<file path="src/rtl/frame_out_seq_pkg.sv">
package frame_out_seq_pkg;

    typedef enum logic [1:0] {
        SEG_DATA   = 2'd0,
        SEG_PARITY = 2'd1,
        SEG_GAP    = 2'd2
    } seg_e;

    typedef struct packed {
        logic valid;
        logic err;
        logic fstart;
    } lane_flags_t;

    localparam lane_flags_t FLAGS_IDLE = '{valid: 1'b0, err: 1'b0, fstart: 1'b0};

    // Segment that follows the current one once it is exhausted.
    function automatic seg_e seg_after(input seg_e cur, input logic gap_empty);
        seg_e nxt;
        case (cur)
            SEG_DATA:   nxt = SEG_PARITY;
            SEG_PARITY: nxt = gap_empty ? SEG_DATA : SEG_GAP;
            default:    nxt = SEG_DATA;
        endcase
        return nxt;
    endfunction

    // Qualifier and error flags for one byte of a given segment.
    function automatic lane_flags_t flags_for(input seg_e seg, input logic cw_bad,
                                              input logic fstart);
        lane_flags_t f;
        f.valid  = (seg == SEG_DATA);
        f.err    = cw_bad && (seg != SEG_GAP);
        f.fstart = fstart;
        return f;
    endfunction

endpackage

</file>
<file path="src/rtl/frame_out_seq_tracker.sv">
module frame_out_seq_tracker
    import frame_out_seq_pkg::*;
#(
    parameter int LEN_W = 8
) (
    input  logic             clk,
    input  logic             rst,
    input  logic             adv,
    input  logic [LEN_W-1:0] len_data,
    input  logic [LEN_W-1:0] len_par,
    input  logic [LEN_W-1:0] len_gap,
    output seg_e             seg,
    output logic             cw_first
);

    localparam logic [LEN_W-1:0] ONE = LEN_W'(1);

    seg_e             seg_q;
    logic [LEN_W-1:0] cnt_q;
    logic [LEN_W-1:0] seg_len;
    logic             seg_last;

    always_comb begin
        case (seg_q)
            SEG_DATA:   seg_len = len_data;
            SEG_PARITY: seg_len = len_par;
            default:    seg_len = len_gap;
        endcase
        seg_last = (cnt_q == (seg_len - ONE));
    end

    always_ff @(posedge clk) begin
        if (rst) begin
            seg_q <= SEG_DATA;
            cnt_q <= '0;
        end else if (adv) begin
            if (seg_last) begin
                seg_q <= seg_after(seg_q, len_gap == '0);
                cnt_q <= '0;
            end else begin
                cnt_q <= cnt_q + ONE;
            end
        end
    end

    assign seg      = seg_q;
    assign cw_first = (seg_q == SEG_DATA) && (cnt_q == '0);

endmodule

</file>
<file path="src/rtl/frame_out_seq_err.sv">
module frame_out_seq_err (
    input  logic clk,
    input  logic rst,
    input  logic adv,
    input  logic cw_first,
    input  logic in_uncorr,
    output logic cw_bad
);

    logic bad_q;

    // On the opening byte the live flag decides; afterwards the held copy.
    assign cw_bad = cw_first ? in_uncorr : bad_q;

    always_ff @(posedge clk) begin
        if (rst) begin
            bad_q <= 1'b0;
        end else if (adv && cw_first) begin
            bad_q <= in_uncorr;
        end
    end

endmodule

</file>
<file path="src/rtl/frame_out_seq_lane.sv">
module frame_out_seq_lane
    import frame_out_seq_pkg::*;
#(
    parameter int BYTE_W = 8
) (
    input  logic              clk,
    input  logic              rst,
    input  logic              adv,
    input  logic [BYTE_W-1:0] byte_in,
    input  lane_flags_t       flags_in,
    output logic [BYTE_W-1:0] byte_out,
    output lane_flags_t       flags_out
);

    logic [BYTE_W-1:0] byte_q;
    lane_flags_t       flags_q;

    always_ff @(posedge clk) begin
        if (rst) begin
            byte_q  <= '0;
            flags_q <= FLAGS_IDLE;
        end else if (adv) begin
            byte_q  <= byte_in;
            flags_q <= flags_in;
        end else begin
            flags_q <= FLAGS_IDLE;
        end
    end

    assign byte_out  = byte_q;
    assign flags_out = flags_q;

endmodule

</file>
<file path="src/rtl/frame_out_seq.sv">
module frame_out_seq
    import frame_out_seq_pkg::*;
#(
    parameter int BYTE_W = 8,
    parameter int LEN_W  = 8
) (
    input  logic              clk,
    input  logic              rst,
    input  logic [LEN_W-1:0]  cfg_data_len,
    input  logic [LEN_W-1:0]  cfg_par_len,
    input  logic [LEN_W-1:0]  cfg_gap_len,
    input  logic              in_avail,
    input  logic [BYTE_W-1:0] in_byte,
    input  logic              in_uncorr,
    input  logic              in_fstart,
    output logic              in_take,
    output logic [BYTE_W-1:0] out_byte,
    output logic              out_valid,
    output logic              out_err,
    output logic              out_fstart
);

    seg_e        seg;
    logic        cw_first;
    logic        cw_bad;
    logic        adv;
    lane_flags_t flags_next;
    lane_flags_t flags_reg;

    assign adv     = in_avail && !rst;
    assign in_take = adv;

    frame_out_seq_tracker #(
        .LEN_W (LEN_W)
    ) u_track (
        .clk      (clk),
        .rst      (rst),
        .adv      (adv),
        .len_data (cfg_data_len),
        .len_par  (cfg_par_len),
        .len_gap  (cfg_gap_len),
        .seg      (seg),
        .cw_first (cw_first)
    );

    frame_out_seq_err u_err (
        .clk       (clk),
        .rst       (rst),
        .adv       (adv),
        .cw_first  (cw_first),
        .in_uncorr (in_uncorr),
        .cw_bad    (cw_bad)
    );

    assign flags_next = flags_for(seg, cw_bad, in_fstart);

    frame_out_seq_lane #(
        .BYTE_W (BYTE_W)
    ) u_lane (
        .clk       (clk),
        .rst       (rst),
        .adv       (adv),
        .byte_in   (in_byte),
        .flags_in  (flags_next),
        .byte_out  (out_byte),
        .flags_out (flags_reg)
    );

    assign out_valid  = flags_reg.valid;
    assign out_err    = flags_reg.err;
    assign out_fstart = flags_reg.fstart;

endmodule

</file>
<file path="config.mk">
export PLATFORM = sky130hd
export DESIGN_NAME = frame_out_seq
export DESIGN_NICKNAME = d
export VERILOG_FILES = /design/src/rtl/frame_out_seq_pkg.sv /design/src/rtl/frame_out_seq_tracker.sv /design/src/rtl/frame_out_seq_err.sv /design/src/rtl/frame_out_seq_lane.sv /design/src/rtl/frame_out_seq.sv
export SDC_FILE = /design/constraint.sdc
export NUM_CORES = 1
export LEC_CHECK = 0
export CAP_MARGIN = 0
export CORE_ASPECT_RATIO = 0.75
export CORE_MARGIN = 1.5
export CORE_UTILIZATION = 49
export CTS_CLUSTER_SIZE = 28
export DETAILED_ROUTE_END_ITERATION = 12
export GPL_ROUTABILITY_DRIVEN = 1
export GPL_TIMING_DRIVEN = 0
export PLACE_DENSITY = 0.85
export SLEW_MARGIN = 20
export SYNTH_ARGS = -nofsm -noshare
export SYNTH_HDL_FRONTEND = slang
export SYNTH_SLANG_ARGS = --single-unit
</file>
<file path="constraint.sdc">
create_clock -name clk -period 5.1 [get_ports clk]
set_input_delay 0.765 -clock clk [delete_from_list [all_inputs] [get_ports clk]]
set_output_delay 0.765 -clock clk [all_outputs]
set_load 0.01 [all_outputs]
</file>
==> reports/metrics.cfg <==
[logic_synthesis]
syn_nets = 207
synth_top_family_by_area = simple AND/OR/NAND/NOR gates
syn_area_per_cell_um2 = 8.796
synth.area.top_cells = dfxtp_1 30%, mux2i_1 10%, mux2i_4 6.1%, nand2_1 4.6%, mux2_4 4.1%
syn_area_um2 = 1469
synth-xor-area-share = 0.05963
synth_top_cell_by_area = dfxtp_1
yosys.area.top_type_share = 0.2998
synth_mux_area_frac = 0.2044
synth_simple_gate_area_share = 0.2606
synthFlopType = dfxtp_1
ys_warn_count = 0
synthArstFlopShare = 0
synth_edf_count = 0
syn_inst = 167
synth_fa_ha_area_frac = 0.02555
synth-compound-area-share = 0.09625
synth.distinct_cells = 42
synth_seq_cells = 22
ys_seq_area_frac = 0.2998

[critical_path]
cp_max_fo = 9
timing.critical_path.from_type = primary input
crit_required_ns = 5.30
critPathBufInv = 2
r2r-end = u_track.seg[1]
rr_worst_depth = 14
crit_family = simple AND/OR/NAND/NOR gates
worstPathCellList = clkdlybuf4s50_1, mux2i_1, o21ai_2, inv_1, ha_1, xor2_1, nand2b_1, mux2i_1, nor4b_1, a41oi_1, a211o_1, nor2_1, mux2i_1
regToRegSetupSlack_ns = 1.71
cp_common_cell = mux2i_1
critPathKind = in2reg
r2r_start = u_track.seg[1]
cp_slowest_cell = clkdlybuf4s50_1
cp-end-kind = flip-flop
cp_slowest_stage_delay_ns = 0.47
worstPathArrival_ns = 3.85

[global_route]
grt_max_degree = 14
antenna_found_initial = 0
grt_use_total = 0.2539
grt_pass1_vias = 1435
grt_pass1_wl_um = 6520
grt_overflow = 0

[power]
intPower_uw = 336.9
powerDensity_nw_per_um2 = 212.7
p_clk_frac = 0.369
peakVddDrop_mv = 0.2172
p_leak_uw = 0.0007649
pwr-share-seq = 0.417
combPwrFrac = 0.215
power_switching_uw = 102.5
switching_share = 0.2332

[clock_tree]
cts_tree = yes
clockBufferDepth = 2
htree_levels = 1
cts-resized-gates = 0
cts_root_buffer = clkbuf_8
numCtsBuffers = 3
clock-sinks = 22
postCtsHoldBufs = 0
cts_setup_buffers = 0
clock_latency_ns = 0.26
clk_pin_slew_ns = 0.08

[routing]
ant_nets = 0
routedWlPerCell_um = 16.38
via_count = 1472
drt_pass1_iterations = 4
drc = 0
drt_iter0_drc = 87
vias_per_cell = 5.773
wl_um = 4176

[floorplanning]
core_um2 = 2723
die-area_um2 = 3338
die_x_um = 66.22
rows = 16
initial_core_util = 0.5395
ios = 49
die_h_um = 50.42

[sta]
setup_tns_ns = 0
maxSlewViolCount = 0
period_share = 0.7166
tightest_slew_ns = 0.6539
max_clock_freq_mhz = 273.6
hold_violations = 0
rsz0062_at_grt = false
period_needed_ns = 3.655
final-setup-viol-count = 0
fin_hold_ws_ns = 0.5079
slew_headroom = 0.5641
finClkSkew_ns = 0.003701

[final_layout]
fin_nets = 260
fillers = 211
area.sequential_um2 = 440.4
layout-drive-gt1-share = 0.08219
multiInputGateArea_um2 = 949.7
diodes = 0
area_growth_pct = 40.63

[place]
port_buffers = 48
hpwl_um = 3262
gp_congestion = 0.8292

[hold_path]
whs_path_depth = 2
hold_class = reg2reg
hold_end = u_lane.byte_out[1]
holdCritStartpoint = u_lane.byte_out[1]

[flow_run]
max-cap-violations = 0

[status]
status = complete, no violations

[placed cells by master (no fill, tap or decap), types with 4 or more instances in the layout]
| cell type | n |
|---|---|
| o21ai_0 | 5 |
| xnor2_1 | 4 |
| inv_1 | 6 |
| clkdlybuf4s50_1 | 48 |
| nor4_1 | 4 |
| mux2_4 | 4 |
| nand3_1 | 7 |
| nor2_1 | 15 |
| nor3_1 | 11 |
| dfxtp_1 | 22 |
| xor2_1 | 6 |
| mux2i_1 | 15 |
| a21oi_1 | 4 |
| mux2i_4 | 4 |
| nand2_1 | 18 |
[cell type report]
type,count,share of cell area
Multi-Input combinational cell,131,0.4597
Inverter,6,0.01090
Clock buffer,3,0.01999
Tap cell,36,0.02180
Timing Repair Buffer,48,0.2326
Clock inverter,1,0.01454
Buffer,8,0.02726
Sequential cell,22,0.2132
[power groups by stage]
stage / combinational (uW) / sequential (uW) / clock, uW
global route: 101 / 184 / 169
global placement: 87.9 / 186 / 0
finish: 94.3 / 183 / 162
detailed placement: 92.6 / 187 / 0
floorplan: 39.5 / 188 / 0
CTS: 93.4 / 183 / 163
[state kept, by name, summed over array words and instances (netlist names)]
name and count:
u_err.bad_q 1, u_lane.byte_out 8, u_lane.flags_out 3, u_track.cnt_q 8
u_track.seg 2
[worst max path at each step]
stage / from / end / slack [ns] / cells past startpoint
3_5_place_dp: cfg_par_len[0] / u_track.seg[1] / 1.30 / 13
5_1_grt: cfg_data_len[0] / u_track.seg[1] / 1.26 / 13
4_1_cts: cfg_par_len[0] / u_track.seg[1] / 1.56 / 13
3_3_place_gp: cfg_par_len[0] / u_track.seg[1] / 1.44 / 13
6_report: cfg_par_len[0] / u_track.seg[1] / 1.45 / 13
2_1_floorplan: cfg_data_len[1] / u_track.seg[0] / 2.02 / 11
[synth_stat cells (2+ instances only)]
cell type  instances
a211o_1            2
a21oi_1            4
a31oi_1            2
buf_6              3
clkbuf_1           3
dfxtp_1           22
ha_1               3
inv_1              6
mux2_4             4
mux2i_1           15
mux2i_4            4
nand2_1           18
nand2b_1           3
nand3_1            7
nand4_1            3
nor2_1            15
nor3_1            11
nor4_1             4
nor4b_1            3
o21ai_0            5
xnor2_1            4
xor2_1             6
[worst register-to-register path, stage by stage (launching register included)]
cell	delay (ns)
dfxtp_1	0.40
buf_6	0.21
buf_4	0.19
nand2_1	0.08
o21ai_2	0.09
inv_1	0.15
ha_1	0.33
xor2_1	0.20
nand2b_1	0.08
mux2i_1	0.19
nor4b_1	0.27
a41oi_1	0.09
a211o_1	0.42
nor2_1	0.40
mux2i_1	0.22
[metal layers]
layer / up-vias / global-route usage / routed length (um)
met5: - / 0 / 0
met4: 0 / 0.03401 / 64
met3: 10 / 0.04260 / 339
met2: 73 / 0.4400 / 2027
met1: 684 / 0.3394 / 1744
li1: 705 / - / -
[cells by family after synthesis]
family,Yosys count
AOI/OAI and AO/OA,21
xor gates and xnor gates,10
adders and majority gates,3
buffers and inverters,14
DFF,22
muxes,23
and+or+nand+nor,74
[metrics by stage]
step,utilization,setup slack [ns],total power (uW),cells,cell area (um^2)
2_1_floorplan,-,2.025,227.9,167,1469
3_3_place_gp,0.7325,1.436,274.2,251,1994
3_5_place_dp,0.7325,1.303,279.5,251,1994
4_1_cts,0.7587,1.557,439.5,255,2066
5_1_grt,0.7587,1.264,453.2,255,2066
6_report,0.7587,1.445,439.4,255,2066
Note: power is estimated with default switching activity, not from simulation.
